## config.mk

```make
export PLATFORM = sky130hd
export DESIGN_NAME = auto_serial_tx
export DESIGN_NICKNAME = d
export VERILOG_FILES = /design/src/rtl/ast_pkg.sv /design/src/rtl/ast_bufram.sv /design/src/rtl/ast_shifter.sv /design/src/rtl/ast_ctrl.sv /design/src/rtl/auto_serial_tx.sv
export SDC_FILE = /design/constraint.sdc
export NUM_CORES = 1
export LEC_CHECK = 0
export ABC_CLOCK_PERIOD_IN_PS = 2800
export BUFFER_PORTS_ARGS = -buffer_cell sky130_fd_sc_hd__buf_2
export CORE_MARGIN = 2
export CORE_UTILIZATION = 56
export DETAILED_ROUTE_END_ITERATION = 16
export HOLD_SLACK_MARGIN = 0.02
export PLACE_DENSITY = 0.77
export SLEW_MARGIN = 10
export SYNTH_ARGS = -nofsm -noshare
export SYNTH_HDL_FRONTEND = slang
export SYNTH_SLANG_ARGS = --single-unit
export TNS_END_PERCENT = 10
```

## constraint.sdc

```tcl
create_clock -name clk -period 2.8 [get_ports clk]
set_clock_uncertainty 0.2 [all_clocks]
set_input_delay 0.42 -clock clk [delete_from_list [all_inputs] [get_ports clk]]
set_output_delay 0.42 -clock clk [all_outputs]
set_load 0.05 [all_outputs]
```

## src/rtl/ast_pkg.sv

```systemverilog
package ast_pkg;

    typedef enum logic [1:0] {
        ST_IDLE  = 2'd0,
        ST_GAP   = 2'd1,
        ST_SHIFT = 2'd2,
        ST_DONE  = 2'd3
    } ast_state_t;

endpackage

```

## src/rtl/ast_bufram.sv

```systemverilog
module ast_bufram #(
    parameter int DEPTH = 32,
    parameter int DW    = 8,
    parameter int AW    = $clog2(DEPTH)
) (
    input  logic          clk,
    input  logic          rst_n,
    input  logic          cpu_req_i,
    input  logic          cpu_we_i,
    input  logic [AW-1:0] cpu_addr_i,
    input  logic [DW-1:0] cpu_wdata_i,
    output logic [DW-1:0] cpu_rdata_o,
    input  logic          tx_rd_en_i,
    input  logic [AW-1:0] tx_addr_i,
    output logic          tx_gnt_o,
    output logic [DW-1:0] tx_q_o
);

    logic [DW-1:0] mem [DEPTH];

    // CPU side always wins; the transmitter only gets an idle port
    assign tx_gnt_o = tx_rd_en_i && !cpu_req_i;

    always_ff @(posedge clk) begin
        if (cpu_req_i && cpu_we_i) begin
            mem[cpu_addr_i] <= cpu_wdata_i;
        end
    end

    always_ff @(posedge clk or negedge rst_n) begin
        if (!rst_n) begin
            cpu_rdata_o <= '0;
            tx_q_o      <= '0;
        end else begin
            if (cpu_req_i && !cpu_we_i) begin
                cpu_rdata_o <= mem[cpu_addr_i];
            end
            if (tx_gnt_o) begin
                tx_q_o <= mem[tx_addr_i];
            end
        end
    end

    // a CPU write lands in the addressed word
    p_write_lands_r11: assert property (@(posedge clk) disable iff (!rst_n)
        (cpu_req_i && cpu_we_i) |=> (mem[$past(cpu_addr_i)] == $past(cpu_wdata_i)));

endmodule

```

## src/rtl/ast_shifter.sv

```systemverilog
module ast_shifter #(
    parameter int DW = 8,
    parameter int CW = 8
) (
    input  logic          clk,
    input  logic          rst_n,
    input  logic          load_i,
    input  logic [DW-1:0] data_i,
    input  logic [CW-1:0] div_i,
    output logic          sclk_o,
    output logic          sdo_o,
    output logic          done_o
);

    localparam int BW = (DW > 1) ? $clog2(DW) : 1;

    logic [DW-1:0] sh_q;
    logic [BW-1:0] bit_q;
    logic [CW-1:0] cnt_q;
    logic          phase_q;
    logic          run_q;
    logic [CW-1:0] half_m1;

    assign half_m1 = (div_i == '0) ? '0 : div_i - 1'b1;

    always_ff @(posedge clk or negedge rst_n) begin
        if (!rst_n) begin
            sh_q    <= '0;
            bit_q   <= '0;
            cnt_q   <= '0;
            phase_q <= 1'b0;
            run_q   <= 1'b0;
            sclk_o  <= 1'b1;
            sdo_o   <= 1'b1;
            done_o  <= 1'b0;
        end else begin
            done_o <= 1'b0;
            if (load_i) begin
                sh_q    <= data_i;
                sdo_o   <= data_i[DW-1];
                sclk_o  <= 1'b0;
                run_q   <= 1'b1;
                bit_q   <= '0;
                phase_q <= 1'b0;
                cnt_q   <= '0;
            end else if (run_q) begin
                if (cnt_q != half_m1) begin
                    cnt_q <= cnt_q + 1'b1;
                end else begin
                    cnt_q <= '0;
                    if (!phase_q) begin
                        sclk_o  <= 1'b1;
                        phase_q <= 1'b1;
                    end else if (bit_q == BW'(DW - 1)) begin
                        run_q  <= 1'b0;
                        done_o <= 1'b1;
                    end else begin
                        bit_q   <= bit_q + 1'b1;
                        sh_q    <= sh_q << 1;
                        sdo_o   <= sh_q[DW-2];
                        sclk_o  <= 1'b0;
                        phase_q <= 1'b0;
                    end
                end
            end
        end
    end

    // data never moves while the serial clock rises
    p_sdo_steady_r2: assert property (@(posedge clk) disable iff (!rst_n)
        $rose(sclk_o) |-> $stable(sdo_o));

    // the clock is high whenever no byte is in flight
    p_idle_high_r2: assert property (@(posedge clk) disable iff (!rst_n)
        (done_o && !load_i) |=> sclk_o);

endmodule

```

## src/rtl/ast_ctrl.sv

```systemverilog
module ast_ctrl
    import ast_pkg::*;
#(
    parameter int AW = 5,
    parameter int IW = 8
) (
    input  logic          clk,
    input  logic          rst_n,
    input  logic          cfg_if_en,
    input  logic          cfg_auto_en,
    input  logic          cfg_auto_mode,
    input  logic          cfg_tx_en,
    input  logic          cfg_repeat,
    input  logic          cfg_busy_en,
    input  logic          cfg_strobe_en,
    input  logic [AW-1:0] cfg_count,
    input  logic [IW-1:0] cfg_interval,
    input  logic          start_i,
    input  logic          busy_i,
    input  logic          cpu_req_i,
    input  logic          gnt_i,
    input  logic          sh_done_i,
    output logic          rd_en_o,
    output logic [AW-1:0] rd_addr_o,
    output logic          load_o,
    output logic          strobe_o,
    output logic          irq_o,
    output logic          active_o,
    output logic          gap_o
);

    ast_state_t state_q, state_d;

    logic [AW-1:0] addr_q;
    logic [IW-1:0] gcnt_q;
    logic          pend_q;
    logic          have_q;
    logic          first_q;
    logic          strobe_q;

    logic          enabled;
    logic          go;
    logic          last;
    logic          gap_ready;
    logic [AW-1:0] last_addr;

    assign enabled   = cfg_if_en && cfg_auto_en;
    assign go        = start_i && enabled && cfg_auto_mode && cfg_tx_en;
    assign last_addr = cfg_count - 1'b1;
    assign last      = (addr_q == last_addr);
    assign gap_ready = have_q && (first_q || (gcnt_q >= cfg_interval))
                       && !(cfg_busy_en && busy_i);

    // state register
    always_ff @(posedge clk or negedge rst_n) begin
        if (!rst_n) begin
            state_q <= ST_IDLE;
        end else begin
            state_q <= state_d;
        end
    end

    // transitions
    always_comb begin
        state_d = state_q;
        unique case (state_q)
            ST_IDLE: begin
                if (go) state_d = ST_GAP;
            end
            ST_GAP: begin
                if (!enabled)      state_d = ST_IDLE;
                else if (gap_ready) state_d = ST_SHIFT;
            end
            ST_SHIFT: begin
                if (sh_done_i) begin
                    if (!enabled)                state_d = ST_IDLE;
                    else if (last && !cfg_repeat) state_d = ST_DONE;
                    else                         state_d = ST_GAP;
                end
            end
            ST_DONE: begin
                state_d = ST_IDLE;
            end
            default: state_d = ST_IDLE;
        endcase
    end

    // address, fetch and gap bookkeeping
    always_ff @(posedge clk or negedge rst_n) begin
        if (!rst_n) begin
            addr_q   <= '0;
            gcnt_q   <= '0;
            pend_q   <= 1'b0;
            have_q   <= 1'b0;
            first_q  <= 1'b0;
            strobe_q <= 1'b0;
        end else begin
            strobe_q <= (state_q == ST_SHIFT) && sh_done_i && cfg_strobe_en;
            unique case (state_q)
                ST_IDLE: begin
                    if (go) begin
                        addr_q  <= '0;
                        first_q <= 1'b1;
                        have_q  <= 1'b0;
                        pend_q  <= 1'b0;
                        gcnt_q  <= '0;
                    end
                end
                ST_GAP: begin
                    if (!enabled) begin
                        addr_q <= '0;
                        have_q <= 1'b0;
                        pend_q <= 1'b0;
                    end else if (gap_ready) begin
                        have_q  <= 1'b0;
                        first_q <= 1'b0;
                        gcnt_q  <= '0;
                    end else begin
                        pend_q <= gnt_i;
                        if (pend_q) have_q <= 1'b1;
                        if (have_q && (gcnt_q != '1)) gcnt_q <= gcnt_q + 1'b1;
                    end
                end
                ST_SHIFT: begin
                    if (sh_done_i) begin
                        if (!enabled || last) addr_q <= '0;
                        else                  addr_q <= addr_q + 1'b1;
                        gcnt_q <= '0;
                        have_q <= 1'b0;
                        pend_q <= 1'b0;
                    end
                end
                ST_DONE: begin
                    addr_q <= '0;
                end
                default: ;
            endcase
        end
    end

    // outputs
    always_comb begin
        rd_addr_o = addr_q;
        rd_en_o   = (state_q == ST_GAP) && enabled && !have_q && !pend_q;
        load_o    = (state_q == ST_GAP) && enabled && gap_ready;
        irq_o     = (state_q == ST_DONE);
        active_o  = (state_q != ST_IDLE);
        gap_o     = (state_q == ST_GAP);
        strobe_o  = strobe_q;
    end

    // the interrupt is a single-clock pulse
    p_irq_single_r4: assert property (@(posedge clk) disable iff (!rst_n)
        irq_o |=> !irq_o);

    // a byte ending in repeat mode never leads to the interrupt
    p_repeat_quiet_r5: assert property (@(posedge clk) disable iff (!rst_n)
        ((state_q == ST_SHIFT) && sh_done_i && cfg_repeat) |=> !irq_o);

    // bytes are taken only from addresses inside the block
    p_addr_in_block_r3: assert property (@(posedge clk) disable iff (!rst_n)
        (state_q == ST_SHIFT) |-> ((cfg_count == '0) || (addr_q < cfg_count)));

    // a fetch blocked by the CPU leaves nothing pending
    p_cpu_first_r7: assert property (@(posedge clk) disable iff (!rst_n)
        ((state_q == ST_GAP) && enabled && !have_q && !pend_q && cpu_req_i)
        |=> !pend_q);

    // the strobe lasts one clock
    p_strobe_single_r8: assert property (@(posedge clk) disable iff (!rst_n)
        strobe_o |=> !strobe_o);

endmodule

```

## src/rtl/auto_serial_tx.sv

```systemverilog
module auto_serial_tx #(
    parameter  int DEPTH = 32,
    parameter  int DW    = 8,
    parameter  int IW    = 8,
    parameter  int CW    = 8,
    localparam int AW    = $clog2(DEPTH)
) (
    input  logic          clk,
    input  logic          rst_n,
    input  logic          cfg_if_en,
    input  logic          cfg_auto_en,
    input  logic          cfg_auto_mode,
    input  logic          cfg_tx_en,
    input  logic          cfg_repeat,
    input  logic          cfg_busy_en,
    input  logic          cfg_strobe_en,
    input  logic [AW-1:0] cfg_count,
    input  logic [IW-1:0] cfg_interval,
    input  logic [CW-1:0] cfg_clkdiv,
    input  logic          start_i,
    input  logic          busy_i,
    input  logic          cpu_req_i,
    input  logic          cpu_we_i,
    input  logic [AW-1:0] cpu_addr_i,
    input  logic [DW-1:0] cpu_wdata_i,
    output logic [DW-1:0] cpu_rdata_o,
    output logic          sclk_o,
    output logic          sdo_o,
    output logic          strobe_o,
    output logic          done_irq_o,
    output logic          active_o
);

    logic          rd_en;
    logic [AW-1:0] rd_addr;
    logic          gnt;
    logic [DW-1:0] tx_q;
    logic          load;
    logic          sh_done;
    logic          in_gap;

    ast_bufram #(.DEPTH(DEPTH), .DW(DW), .AW(AW)) u_ram (
        .clk         (clk),
        .rst_n       (rst_n),
        .cpu_req_i   (cpu_req_i),
        .cpu_we_i    (cpu_we_i),
        .cpu_addr_i  (cpu_addr_i),
        .cpu_wdata_i (cpu_wdata_i),
        .cpu_rdata_o (cpu_rdata_o),
        .tx_rd_en_i  (rd_en),
        .tx_addr_i   (rd_addr),
        .tx_gnt_o    (gnt),
        .tx_q_o      (tx_q)
    );

    ast_ctrl #(.AW(AW), .IW(IW)) u_ctrl (
        .clk           (clk),
        .rst_n         (rst_n),
        .cfg_if_en     (cfg_if_en),
        .cfg_auto_en   (cfg_auto_en),
        .cfg_auto_mode (cfg_auto_mode),
        .cfg_tx_en     (cfg_tx_en),
        .cfg_repeat    (cfg_repeat),
        .cfg_busy_en   (cfg_busy_en),
        .cfg_strobe_en (cfg_strobe_en),
        .cfg_count     (cfg_count),
        .cfg_interval  (cfg_interval),
        .start_i       (start_i),
        .busy_i        (busy_i),
        .cpu_req_i     (cpu_req_i),
        .gnt_i         (gnt),
        .sh_done_i     (sh_done),
        .rd_en_o       (rd_en),
        .rd_addr_o     (rd_addr),
        .load_o        (load),
        .strobe_o      (strobe_o),
        .irq_o         (done_irq_o),
        .active_o      (active_o),
        .gap_o         (in_gap)
    );

    ast_shifter #(.DW(DW), .CW(CW)) u_shift (
        .clk    (clk),
        .rst_n  (rst_n),
        .load_i (load),
        .data_i (tx_q),
        .div_i  (cfg_clkdiv),
        .sclk_o (sclk_o),
        .sdo_o  (sdo_o),
        .done_o (sh_done)
    );

    // a busy hold in the gap keeps the serial clock high
    p_busy_hold_r9: assert property (@(posedge clk) disable iff (!rst_n)
        (in_gap && cfg_busy_en && busy_i) |=> sclk_o);

    // an idle block keeps the serial clock high
    p_idle_clock_r1: assert property (@(posedge clk) disable iff (!rst_n)
        (!active_o && $past(!active_o)) |-> sclk_o);

endmodule

```

==> results.py <==
metrics = {
    "route": {
        "wl_per_cell_um": 26.40,
        "dr.pass1.iters": 5,
        "wl_um": 38470,
        "initialDrtViolationCount": 1455,
        "drtAntennaViolNets": 0,
        "drc": 0,
        "vias": 9824,
        "routed_via_density": 6.743,
    },
    "clocking": {
        "cts_buffers": 34,
        "cts_buffer_depth": 3,
        "insertion_delay_ns": 0.52,
        "cts_setup_buffers": 0,
        "htreeDepth": 2,
        "clkTransAtPathRegs_ns": 0.06,
        "cts_root_buf": "clkbuf_16",
        "cts_tree": "yes",
        "clock_sinks": 314,
    },
    "worst_setup_path": {
        "critical_path_peak_fanout": 19,
        "worstPathRequired_ns": 2.96,
        "cp-end-kind": "register",
        "startpoint_type": "primary input",
        "cp_slowest_cell": "a2111oi_1",
        "cp.arrival_ns": 2.88,
        "slowest_delay_ns": 0.69,
        "cp_common_cell": "buf_4",
        "path_cells": "buf_4, buf_12, mux4_2, a221oi_1, a21oi_1, a2111oi_1, buf_4, o21ai_0",
        "cp_top_family": "compound AO/OA/AOI/OAI gates",
        "critPathKind": "primary input to register",
        "path_buf_inv": 3,
    },
    "floorplanning": {
        "die_h_um": 169.4,
        "pin_count": 60,
        "initial_utilization": 0.5698,
        "die-area_um2": 28690,
        "placementRows": 60,
        "core_region_area_um2": 26880,
        "die_w_um": 169.4,
    },
    "power_and_ir_drop": {
        "power_mw": 10.48,
        "leakagePower_nw": 6.228,
        "ir_drop_v": 0.0005175,
        "powerDensity_nw_per_um2": 590.3,
    },
    "grt": {
        "first_global_vias": 9889,
        "track_usage": 0.2776,
        "grt-ovfl-total": 0,
        "grt_max_degree": 40,
        "grt_pass1_wl_um": 58460,
        "antenna_found_initial": 2,
    },
    "layout": {
        "synthToLayoutAreaGrowth_pct": 15.96,
        "multi_input_area_um2": 5853,
        "drive_gt1_frac": 0.3291,
        "nNetsFinal": 1155,
        "register_area_um2": 9146,
        "stdcell_count": 1457,
        "fill_cells": 1809,
    },
    "synthesis": {
        "synth_edf_count": 256,
        "syn-instance-count": 962,
        "yosysMostFrequentCell": "edfxtp_1",
        "ys_seq_elements": 314,
        "ys.flop_type": "edfxtp_1",
        "synthTopCellsByArea": "edfxtp_1, mux4_2, dfrtp_1",
        "ys_seq_area_frac": 0.5969,
        "synth_commonest_cells": "edfxtp_1, mux4_2, nand2_1",
        "ys_types": 67,
        "yosysTopAreaCell": "edfxtp_1",
        "syn-mean-instance-area_um2": 15.92,
        "synth_top_area_frac": 0.5020,
        "synthArstFlopShare": 0.1847,
        "ys.warnings.count": 0,
        "postSynthNetCount": 1024,
        "synthesis.area_um2": 15310,
    },
    "timing": {
        "setup_violations": 0,
        "layout_setup_ws_ns": 0.08546,
        "tightest_slew_ns": 0.9063,
        "grt_setup_unrepaired": "true",
        "max_freq_ghz": 0.3684,
        "slew_viol_final": 0,
        "layout_min_cycle_time_ns": 2.715,
        "relSlewSlack": 0.3936,
        "whs_ns": 0.03362,
        "fin_setup_tns_ns": 0,
        "hold_violations": 0,
        "post-route-period-util": 0.9695,
    },
    "placement": {
        "portBuffers": 59,
        "place_hpwl_um": 25550,
        "place_ws_ns": -0.4365,
        "finalWeightedCongestion": 0.9793,
        "dp_cells": 1395,
    },
    "run": {
        "maxCapViolations": 0,
    },
    "status": {
        "status": "finished, final reports clean",
    },
    "worst_hold_path": {
        "hold_path_class": "primary input to register",
    },
}
## layer usage
metal  GRT usage  vias to the layer above  part of all wire
met5           0                        -           0.00034
met4     0.09402                        2             0.030
met3     0.05410                       88             0.098
met2      0.4564                      579              0.49
met1      0.3782                     4978              0.38
li1            -                     4177                 -
## power breakdown
group	switching [mW]	total, mW	internal (mW)
Clock	1.74	4.24	2.50
Sequential	0.0844	5.23	5.15
Combinational	0.575	1.02	0.440
Total	2.40	10.5	8.08
## stage by stage
stage                     cell area [um^2]    util
after floorplan                      15320       -
after global placement               16690  0.6210
after CTS                            17750  0.6606
after global routing                 17760  0.6607
final                                17760  0.6608
after detailed placement             16690  0.6210
## flip-flops by register name, indices dropped and copies added, names as in the netlist, 2 cells and up
signal	cells
u_ram.mem	256
u_ctrl.rd_addr_o	5
u_ctrl.state_q	2
u_shift.bit_q	3
u_ctrl.gcnt_q	8
u_ram.cpu_rdata_o	8
u_ram.tx_q_o	8
u_shift.sh_q	7
u_shift.cnt_q	8
## worst paths after layout
check | slack [ns] | start | cells past startpoint | end
min in group asynchronous | 0.33 | rst_n | 2 | u_ctrl.gcnt_q[5]$_DFFE_PN0P_
min | 0.03 | cfg_if_en | 3 | u_ctrl.first_q$_DFFE_PN0P_
max reg2reg | 0.14 | u_ctrl.gcnt_q[6]$_DFFE_PN0P_ | 8 | u_ctrl.gcnt_q[1]$_DFFE_PN0P_
max in group asynchronous | 1.38 | rst_n | 3 | u_ram.cpu_rdata_o[1]$_DFFE_PN0P_
min reg2reg | 0.28 | u_ram.tx_q_o[5]$_DFFE_PN0P_ | 2 | u_ram.tx_q_o[5]$_DFFE_PN0P_
max | 0.09 | cpu_addr_i[0] | 8 | u_ram.cpu_rdata_o[1]$_DFFE_PN0P_
## worst min-delay path: stages
cell and delay, ns:
buf_2 0.11, nand3_1 0.09, o21ai_0 0.07
## cell families (layout without fill, tap and decap cells)
group	count (synthesis)	in the layout	synth area share
other cells	0	1	0
flops	314	314	0.5969
xor+xnor	10	10	0.005719
mux	162	162	0.2268
fa+ha+maj	15	15	0.01225
simple gates	239	239	0.07647
buf+inv	83	236	0.02149
compound gates	139	139	0.06038
## final cells by class
class / instances / area share
timing repair buffer: 154 / 0.06792
clock inverter: 12 / 0.006059
tap: 341 / 0.02402
antenna: 1 / 0.0001409
inverter: 24 / 0.005073
multi-input combinational: 565 / 0.3296
sequential: 314 / 0.5150
clock buffer: 46 / 0.05221
## cell usage in the layout (no fill, tap or decap), drive strengths merged, types with 8 or more instances in the layout
cell and count:
a21oi 23, a22o 8, and3 13, buf 151, clkbuf 46, clkinv 10, dfrtp 56, edfxtp 256
ha 15, inv 24, mux2i 14, mux4 148, nand2 83, nand2b 11, nand3 18, nand4 9
nor2 53, nor3 15, o211ai 9, o21ai 45, or3 9
## timing repair
item	CTS	global route
endpoints found under the setup margin	0	8
hold endpoints to repair	30	0
resized for setup	0	2
hold buffers	3	0
Note: power is estimated with default switching activity, not from simulation.
